`src/rtl/motion_awake_tracker.sv`:
```
module motion_awake_tracker (
  input  logic       clk,
  input  logic       rst_n,
  input  logic       act_pulse,
  input  logic       inact_pulse,
  input  logic       loop_en,
  input  logic       status_rd,
  input  logic [1:0] pin1_sel,
  input  logic       pin1_inv,
  input  logic [1:0] pin2_sel,
  input  logic       pin2_inv,
  output logic       awake,
  output logic       act_flag,
  output logic       inact_flag,
  output logic       int_pin1,
  output logic       int_pin2
);

  logic act_take, inact_take;

  assign act_take   = act_pulse   && (!loop_en || !awake);
  assign inact_take = inact_pulse && (!loop_en ||  awake);

  always_ff @(posedge clk) begin
    if (!rst_n) begin
      awake      <= 1'b1;
      act_flag   <= 1'b0;
      inact_flag <= 1'b0;
    end else begin
      if (act_take)        awake <= 1'b1;
      else if (inact_take) awake <= 1'b0;
      act_flag   <= act_take   || (act_flag   && !status_rd && !(loop_en && inact_take));
      inact_flag <= inact_take || (inact_flag && !status_rd && !(loop_en && act_take));
    end
  end

  function automatic logic pick(input logic [1:0] sel, input logic inv,
                                input logic a, input logic f_act, input logic f_inact);
    logic v;
    case (sel)
      2'd0:    v = 1'b0;
      2'd1:    v = f_act;
      2'd2:    v = f_inact;
      default: v = a;
    endcase
    return v ^ inv;
  endfunction

  assign int_pin1 = pick(pin1_sel, pin1_inv, awake, act_flag, inact_flag);
  assign int_pin2 = pick(pin2_sel, pin2_inv, awake, act_flag, inact_flag);

  a_r1_act_wakes: assert property (@(posedge clk) disable iff (!rst_n)
    (act_pulse && (!loop_en || !awake)) |=> (awake && act_flag));

  a_r2_inact_sleeps: assert property (@(posedge clk) disable iff (!rst_n)
    (inact_pulse && !act_pulse && (!loop_en || awake)) |=> (!awake && inact_flag));

  a_r4_flags_hold: assert property (@(posedge clk) disable iff (!rst_n)
    (!loop_en && !status_rd && !act_pulse && !inact_pulse) |=> ($stable(act_flag) && $stable(inact_flag)));

  a_r5_read_clears: assert property (@(posedge clk) disable iff (!rst_n)
    (status_rd && !act_pulse && !inact_pulse) |=> (!act_flag && !inact_flag && $stable(awake)));

  a_r6_loop_ignore_act: assert property (@(posedge clk) disable iff (!rst_n)
    (loop_en && awake && !inact_pulse) |=> awake);

  a_r7_loop_alternate: assert property (@(posedge clk) disable iff (!rst_n)
    (loop_en && act_pulse && !awake) |=> !inact_flag);

endmodule

```
`config.mk`:
```
export PLATFORM = sky130hd
export DESIGN_NAME = motion_awake_tracker
export DESIGN_NICKNAME = d
export VERILOG_FILES = /design/src/rtl/motion_awake_tracker.sv
export SDC_FILE = /design/constraint.sdc
export NUM_CORES = 1
export LEC_CHECK = 0
export BUFFER_PORTS_ARGS = -buffer_cell sky130_fd_sc_hd__buf_2
export CORE_AREA = 3 3 40 42
export CTS_CLUSTER_DIAMETER = 80
export CTS_CLUSTER_SIZE = 20
export DETAILED_ROUTE_END_ITERATION = 10
export DIE_AREA = 0 0 43 45
export SLEW_MARGIN = 10
export SYNTH_ARGS = -nofsm -noshare
export SYNTH_HDL_FRONTEND = slang
export SYNTH_SLANG_ARGS = --single-unit
export TNS_END_PERCENT = 1
```
`constraint.sdc`:
```
create_clock -name clk -period 0.84 [get_ports clk]
set_input_delay 0.168 -clock clk [delete_from_list [all_inputs] [get_ports clk]]
set_output_delay 0.168 -clock clk [all_outputs]
set_load 0.1 [all_outputs]
```
======== Yosys cells after proc, flatten, opt, wreduce, memory -nomap -nowiden ========
Index checks and enable logic that the tools add are counted.
word-level totals
  register bits after elaboration ......... 3
  bits of input ports ..................... 12
  output and inout bits ................... 5
operators by class
  equal/unequal tests ..................... 4
  muxes and demuxes ....................... 2
  bitwise gates (word level) .............. 3
  reduce and logical (&&, ||, !) cells .... 20
operators by type and width
  cell                                                             count
  1-bit logical AND                                                8
  1-bit one-hot mux with 3 select lines                            2
  1-bit logical NOT                                                5
  2-bit by 1-bit == test with 1-bit output, second input constant  2
  2-bit == test, second input constant                             2
  2-bit logical NOT                                                2
  1-bit logical OR                                                 4
  2-bit OR reduction                                               1
  1-bit XOR                                                        2
  1-bit NOT                                                        1

======== Depth between registers and ports, before layout ========
Gate-level depths: netlist of run 1.
  depth after elaboration ................. 7
  mapped depth ............................ 3
  mapped depth without buffers ............ 3

======== Worst setup path before layout of run 1 ========
OpenSTA, ideal clock, no wires.
  path kind ............................... reg2out
  from .................................... reg awake
  to ...................................... out int_pin1
  arrival time ............................ 2807 ps
  required time ........................... 672 ps
  slack ................................... -2135 ps
  stages on the path, launching flop included .. 4
  path buffers ............................ 0
  path through ............................ dfxtp_1 -> mux2i_1 -> mux2i_1 -> xor2_1
on the way
  longest elaborated chain between the ends .. 2
RTL lines
  element                                line  source
  start, declared                        12    output logic awake,
  start signal, assigned                 26    awake <= 1'b1;
  start signal, assigned                 30    if (act_take) awake <= 1'b1;
  start signal, assigned                 31    else if (inact_take) awake <= 1'b0;
  1-bit one-hot mux with 3 select lines  40    case (sel)
  1-bit XOR                              46    return v ^ inv;
  end, declared                          15    output logic int_pin1,
No other way between the ends.

======== Worst setup path after layout of run 1 ========
  from .................................... reg inact_flag
  to ...................................... out int_pin1
on the way
  longest elaborated chain between the ends .. 2
RTL lines
  element                                line  source
  start, declared                        14    output logic inact_flag,
  start signal, assigned                 33    inact_flag <= inact_take || (inact_flag && !status_rd && !(loop_en && act_take));
  1-bit one-hot mux with 3 select lines  40
  1-bit XOR                              46
No other way between the ends.

==> flow_summary.yaml, run 1 <==
timing:
  fmax_ghz: 0.6985
  tightest_slew_ps: 229.7
  setup_viol: 8
  post-route-period-util_pct: 170.4
  slew_violations: 0
  fin_worst_skew_ps: 1.126
  fin_setup_tns_ps: -2122
  whs_ps: 162.0
  rsz0062_at_grt: "true"
  setup_ws_ps: -591.6
  hold_viol: 0
  fin_crit_ps: 1432
  max_slew_margin_pct: 84.36
cts:
  cts_htree_levels: 1
  cts.clk_slew.worst_paths_ps: 40
  cts_buffers: 3
  tritoncts: "done"
  cts.sinks: 3
  clockBufferDepth: 2
  root_buffer: "clkbuf_4"
  clk_latency_ps: 230
  hold_buffers: 0
finish:
  nNetsFinal: 59
  drive_above_1_share_pct: 73.91
  flow.area_growth_from_synthesis_pct: 176.1
  antenna_cells: 0
  stdcell_count: 61
status:
  violations: "negative setup slack"
  status: "finished with violations"
floorplan:
  start_util_pct: 15.48
  fp.dieArea_mm2: 0.001935
  fp-row-count: 13
  dieWidth_um: 43
  boundaryPins: 17
  die_h_um: 45
  coreArea_mm2: 0.001285
logic_synthesis:
  synth-simple-area-share_pct: 18.87
  synth-edff-count: 0
  netlist_area_um2: 198.9
  synth_area_leaders: "dfxtp_1, mux2i_1, nand3b_1"
  synth_top_family_by_area: "multiplexers"
  synth_nets: 34
  synth_most_common_cell: "mux2i_1"
  ys_types: 11
  yosys_warnings: 0
  ys_seq_elements: 3
  synth_common_cells: "mux2i_1, dfxtp_1, nand3b_1"
  synth_compound_area_share_pct: 18.24
  synthXorXnorAreaFrac_pct: 8.805
  async_flop_share_pct: 0
  synthAdderAreaFrac_pct: 0
  avgSynthCellArea_um2: 9.043
  synth_largest_area_cell: "dfxtp_1"
  synth_top_area_share_pct: 30.19
  ys_seq_area_share_pct: 30.19
  synth_ff_type: "dfxtp_1"
  synthCells: 22
  yosys-mux-area-fraction_pct: 20.13
detailed_routing:
  wl_per_cell_um: 12.05
  antenna_left: 0
  drt-initial-drc-count: 0
  routed_via_density: 4.279
  vias: 261
  remaining_drc_errors: 0
  drt_wl_total_um: 735
  drt_first_pass_iters: 1
power:
  power_leakage_nw: 0.2223
  p_total_mw: 0.8990
  ir_drop_v: 0.0007508
  power_density_mw_per_mm2: 1637
critical_path:
  rr_startpoint: "awake"
  cp_max_fo: 3
  reg2reg_depth: 4
  cp.required_ps: 670
  worstSetupStartpointType: "flip-flop"
  arrival_ps: 1260
  r2r_end: "inact_flag"
  crit_type: "flip-flop to output pin"
  reg2reg_slack_ps: -90
  cp-end-kind: "output pin"
hold_path:
  hold_path_class: "input pin to flip-flop"
  hold_start: "rst_n"
  hold_depth: 2
  min_to: "awake"
global_routing:
  grt_pass1_vias: 281
  grt_max_degree: 7
  antenna_found_initial: 0
  grt_pass1_wl_mm: 1.145
  track_usage_pct: 8.514
  overflow: 0
placed_design:
  gp_congestion: 0.7415
  portBuffers: 16
  dp_cells: 56
  dpl.hpwl_um: 508.8
run:
  drv_cap: 0
[worst max path at each step]
stage / start / end / slack [ps] / depth (start not counted)
finish: inact_flag / int_pin1 / -590 / 4
global route: inact_flag / int_pin1 / -640 / 4
CTS: awake / int_pin2 / -660 / 4
detailed placement: pin2_sel[0] / int_pin2 / -440 / 5
global placement: awake / int_pin1 / -400 / 4
floorplan: awake / int_pin1 / -910 / 3
[worst max-delay path, stage by stage, from the launching register on]
cell     delay [ps]
dfxtp_4         370
mux2i_4          80
mux2i_4         220
xor2_4          180
buf_12          190
[cells in the final DEF (no fill, tap or decap), drive strengths merged]
cell type  synthesis  layout
buf                0      20
mux2i              4       4
clkbuf             0       4
nand3b             3       3
dfxtp              3       3
nand2              2       2
xor2               2       2
inv                2       2
a21boi             2       2
a311oi             1       1
o21a               1       1
o21ai              1       1
or2b               1       1
[cell type report]
class / count / area (um2)
clock buffers: 4 / 26.28
fillers: 126 / 735.7
inverters: 2 / 7.507
multi-input cells: 17 / 229.0
flip-flops and latches: 3 / 71.32
well taps: 15 / 18.77
repair buffers: 20 / 196.4
[stage by stage]
| stage | instance area (um2) | util, % | setup slack (ps) |
|---|---|---|---|
| after floorplan | 255.2 | - | -912.1 |
| after global placement | 451.7 | 35.15 | -404.8 |
| after detailed placement | 451.7 | 35.15 | -436.7 |
| after CTS | 499.2 | 38.85 | -661.2 |
| after global routing | 549.3 | 42.75 | -642.3 |
| final | 549.3 | 42.75 | -591.6 |
[timing repair]
action / CTS / global route
setup endpoints to repair: 8 / 8
gates resized for setup: 4 / 9
buffers inserted: 1 / 0
pin swaps: 2 / 2
[sequential cells by signal (all words and copies together) (netlist names)]
name        count
awake           1
inact_flag      1
act_flag        1
[per-layer routing]
layer,global-route usage (%),share of wire (%),vias up
li1,-,-,126
met1,8.252,35,116
met2,13.47,53,17
met3,4.382,12,2
met4,7.229,0.68,0
met5,0,0,-
[power breakdown]
group	total (mW)	switching, mW	internal (mW)	leakage [nW]
clock	0.248	0.0702	0.178	0.0150
sequential	0.167	0.0157	0.152	0.0262
combinational	0.484	0.280	0.204	0.181
total	0.899	0.366	0.533	0.222
[logic make-up after synthesis]
| family | after synthesis |
|---|---|
| XOR/XNOR | 2 |
| flip-flops | 3 |
| AO/OA/AOI/OAI | 5 |
| multiplexers | 4 |
| buffers and inverters | 2 |
| AND/OR/NAND/NOR | 6 |
Note: power is estimated with default switching activity, not from simulation.
==> inputs of run 2 (changes only) <==
ABC_AREA = 1   (was default)
==> run 2 against run 1 <==
Net effect:
- the flow still finishes with violations (negative setup slack)
- worst setup slack improved by 110 ps
- maximum frequency rose by 8.3%
- largest power group unchanged
- clock skew fell by 0.67 ps
- combinational power fell by 16%
==> flow_summary.yaml, run 2 <==
finish:
  largestRegisters: "act_flag (1), awake (1), inact_flag (1)"
  antenna_cells: 0
  stdcell_count: 77
  multi_input_area_um2: 183.9
  area.sequential_um2: 71.32
  drive_above_1_share_pct: 59.68
  mostFrequentLayoutCell: "buf_2"
  fillers: 136
  nNetsFinal: 75
  final_area_um2: 519.2
  flow.area_growth_from_synthesis_pct: 137.1
  final_cell_mix: "buf_2, nand2_1, inv_1"
  fin_util_pct: 40.41
floorplan:
  start_util_pct: 17.04
  boundaryPins: 17
  dieWidth_um: 43
  fp-row-count: 13
  coreArea_mm2: 0.001285
  fp.dieArea_mm2: 0.001935
  die_h_um: 45
power:
  ir_drop_v: 0.0008281
  p_total_mw: 0.8244
  power_leakage_nw: 0.2579
  power_density_mw_per_mm2: 1588
cts:
  tritoncts: "done"
  root_buffer: "clkbuf_4"
  hold_buffers: 0
  cts_htree_levels: 1
  clockBufferDepth: 2
  cts_buffers: 3
  clk_latency_ps: 230
  cts.sinks: 3
  cts.clk_slew.worst_paths_ps: 40
logic_synthesis:
  synth-edff-count: 0
  synthCells: 38
  ys_types: 11
  synth_most_common_cell: "nand2_1"
  synth_top_area_share_pct: 27.43
  synth_nets: 50
  netlist_area_um2: 219.0
  synth_ff_type: "dfxtp_1"
  yosys_warnings: 0
  synth_common_cells: "nand2_1, nand3_1, inv_1, dfxtp_1"
  synth_largest_area_cell: "dfxtp_1"
  avgSynthCellArea_um2: 5.762
  ys_seq_elements: 3
  ys_seq_area_share_pct: 27.43
  async_flop_share_pct: 0
  synth_area_leaders: "dfxtp_1, nand2_1, nand3_1"
global_routing:
  grt_pass1_wl_mm: 1.173
  grt_pass1_vias: 308
  antenna_found_initial: 0
  grt_max_degree: 5
  overflow: 0
  track_usage_pct: 8.306
placed_design:
  placed_area_um2: 457.9
  dp_slack_ps: -292.4
  dpl.hpwl_um: 575.1
  portBuffers: 16
  gp_congestion: 0.6598
  dp_cells: 73
timing:
  whs_ps: 146.9
  setup_viol: 5
  fin_setup_tns_ps: -1406
  slew_violations: 0
  fmax_ghz: 0.7563
  fin_crit_ps: 1322
  max_slew_margin_pct: 84.95
  tightest_slew_ps: 225.0
  hold_viol: 0
  post-route-period-util_pct: 157.4
  setup_ws_ps: -482.2
  fin_worst_skew_ps: 0.4586
  rsz0062_at_grt: "true"
critical_path:
  worstSetupStartpointType: "flip-flop"
  crit_type: "flip-flop to output pin"
  crit_path_cell_trace: "nand3_2 -> nand4_1 -> nand2_8 -> buf_12"
  cp-end-kind: "output pin"
  arrival_ps: 1150
  cp.required_ps: 670
  cp_num_buf_inv: 1
  cp_max_fo: 4
  cpLargestDelayFamily: "simple AND/OR/NAND/NOR gates"
  slowest_stage: "dfxtp_4"
  critical_path.max_stage_delay_ps: 350
detailed_routing:
  drt_first_pass_iters: 4
  remaining_drc_errors: 0
  antenna_left: 0
  wl_per_cell_um: 9.377
  drt-initial-drc-count: 4
  routed_via_density: 4.156
  vias: 320
  drt_wl_total_um: 722
status:
  violations: "negative setup slack"
  status: "finished with violations"
run:
  drv_cap: 0
hold_path:
  hold_path_class: "input pin to flip-flop"
## run 2: worst paths after layout
kind             from  cells after the start  slack, ps         end
min reg2reg  act_flag                      2        530    act_flag
max             awake                      4       -480    int_pin1
max reg2reg     awake                      5         10  inact_flag
min             rst_n                      2        150       awake
## run 2: kinds of logic (layout without fill, tap and decap cells)
group           after synthesis  count (layout)  synth area share, %
flops                         3               3                27.43
compound gates                3               3                9.714
simple gates                 25              25                50.86
buf+inv                       7              31                12.00
## run 2: final cells by class
class / instances / share of cell area, %
well taps: 15 / 3.614
inverters: 7 / 5.060
repair buffers: 20 / 37.11
clock buffers: 4 / 5.060
multi-input cells: 28 / 35.42
flip-flops and latches: 3 / 13.73
## run 2: power breakdown
part / internal (mW) / switching [mW]
combinational: 0.158 / 0.249
sequential: 0.152 / 0.0151
clock: 0.178 / 0.0736
## run 2: per-layer routing
metal	vias up	part of all wire, %	GRT usage [%]
li1	170	-	-
met1	135	45	9.809
met2	15	44	11.38
met3	0	11	4.781
met4	0	0	5.422
met5	-	0	0
## run 2: repair_timing
item	in CTS	in global routing
gates resized for setup	6	3
setup endpoints to repair	5	7
pin swaps	2	1
buffers inserted	0	0
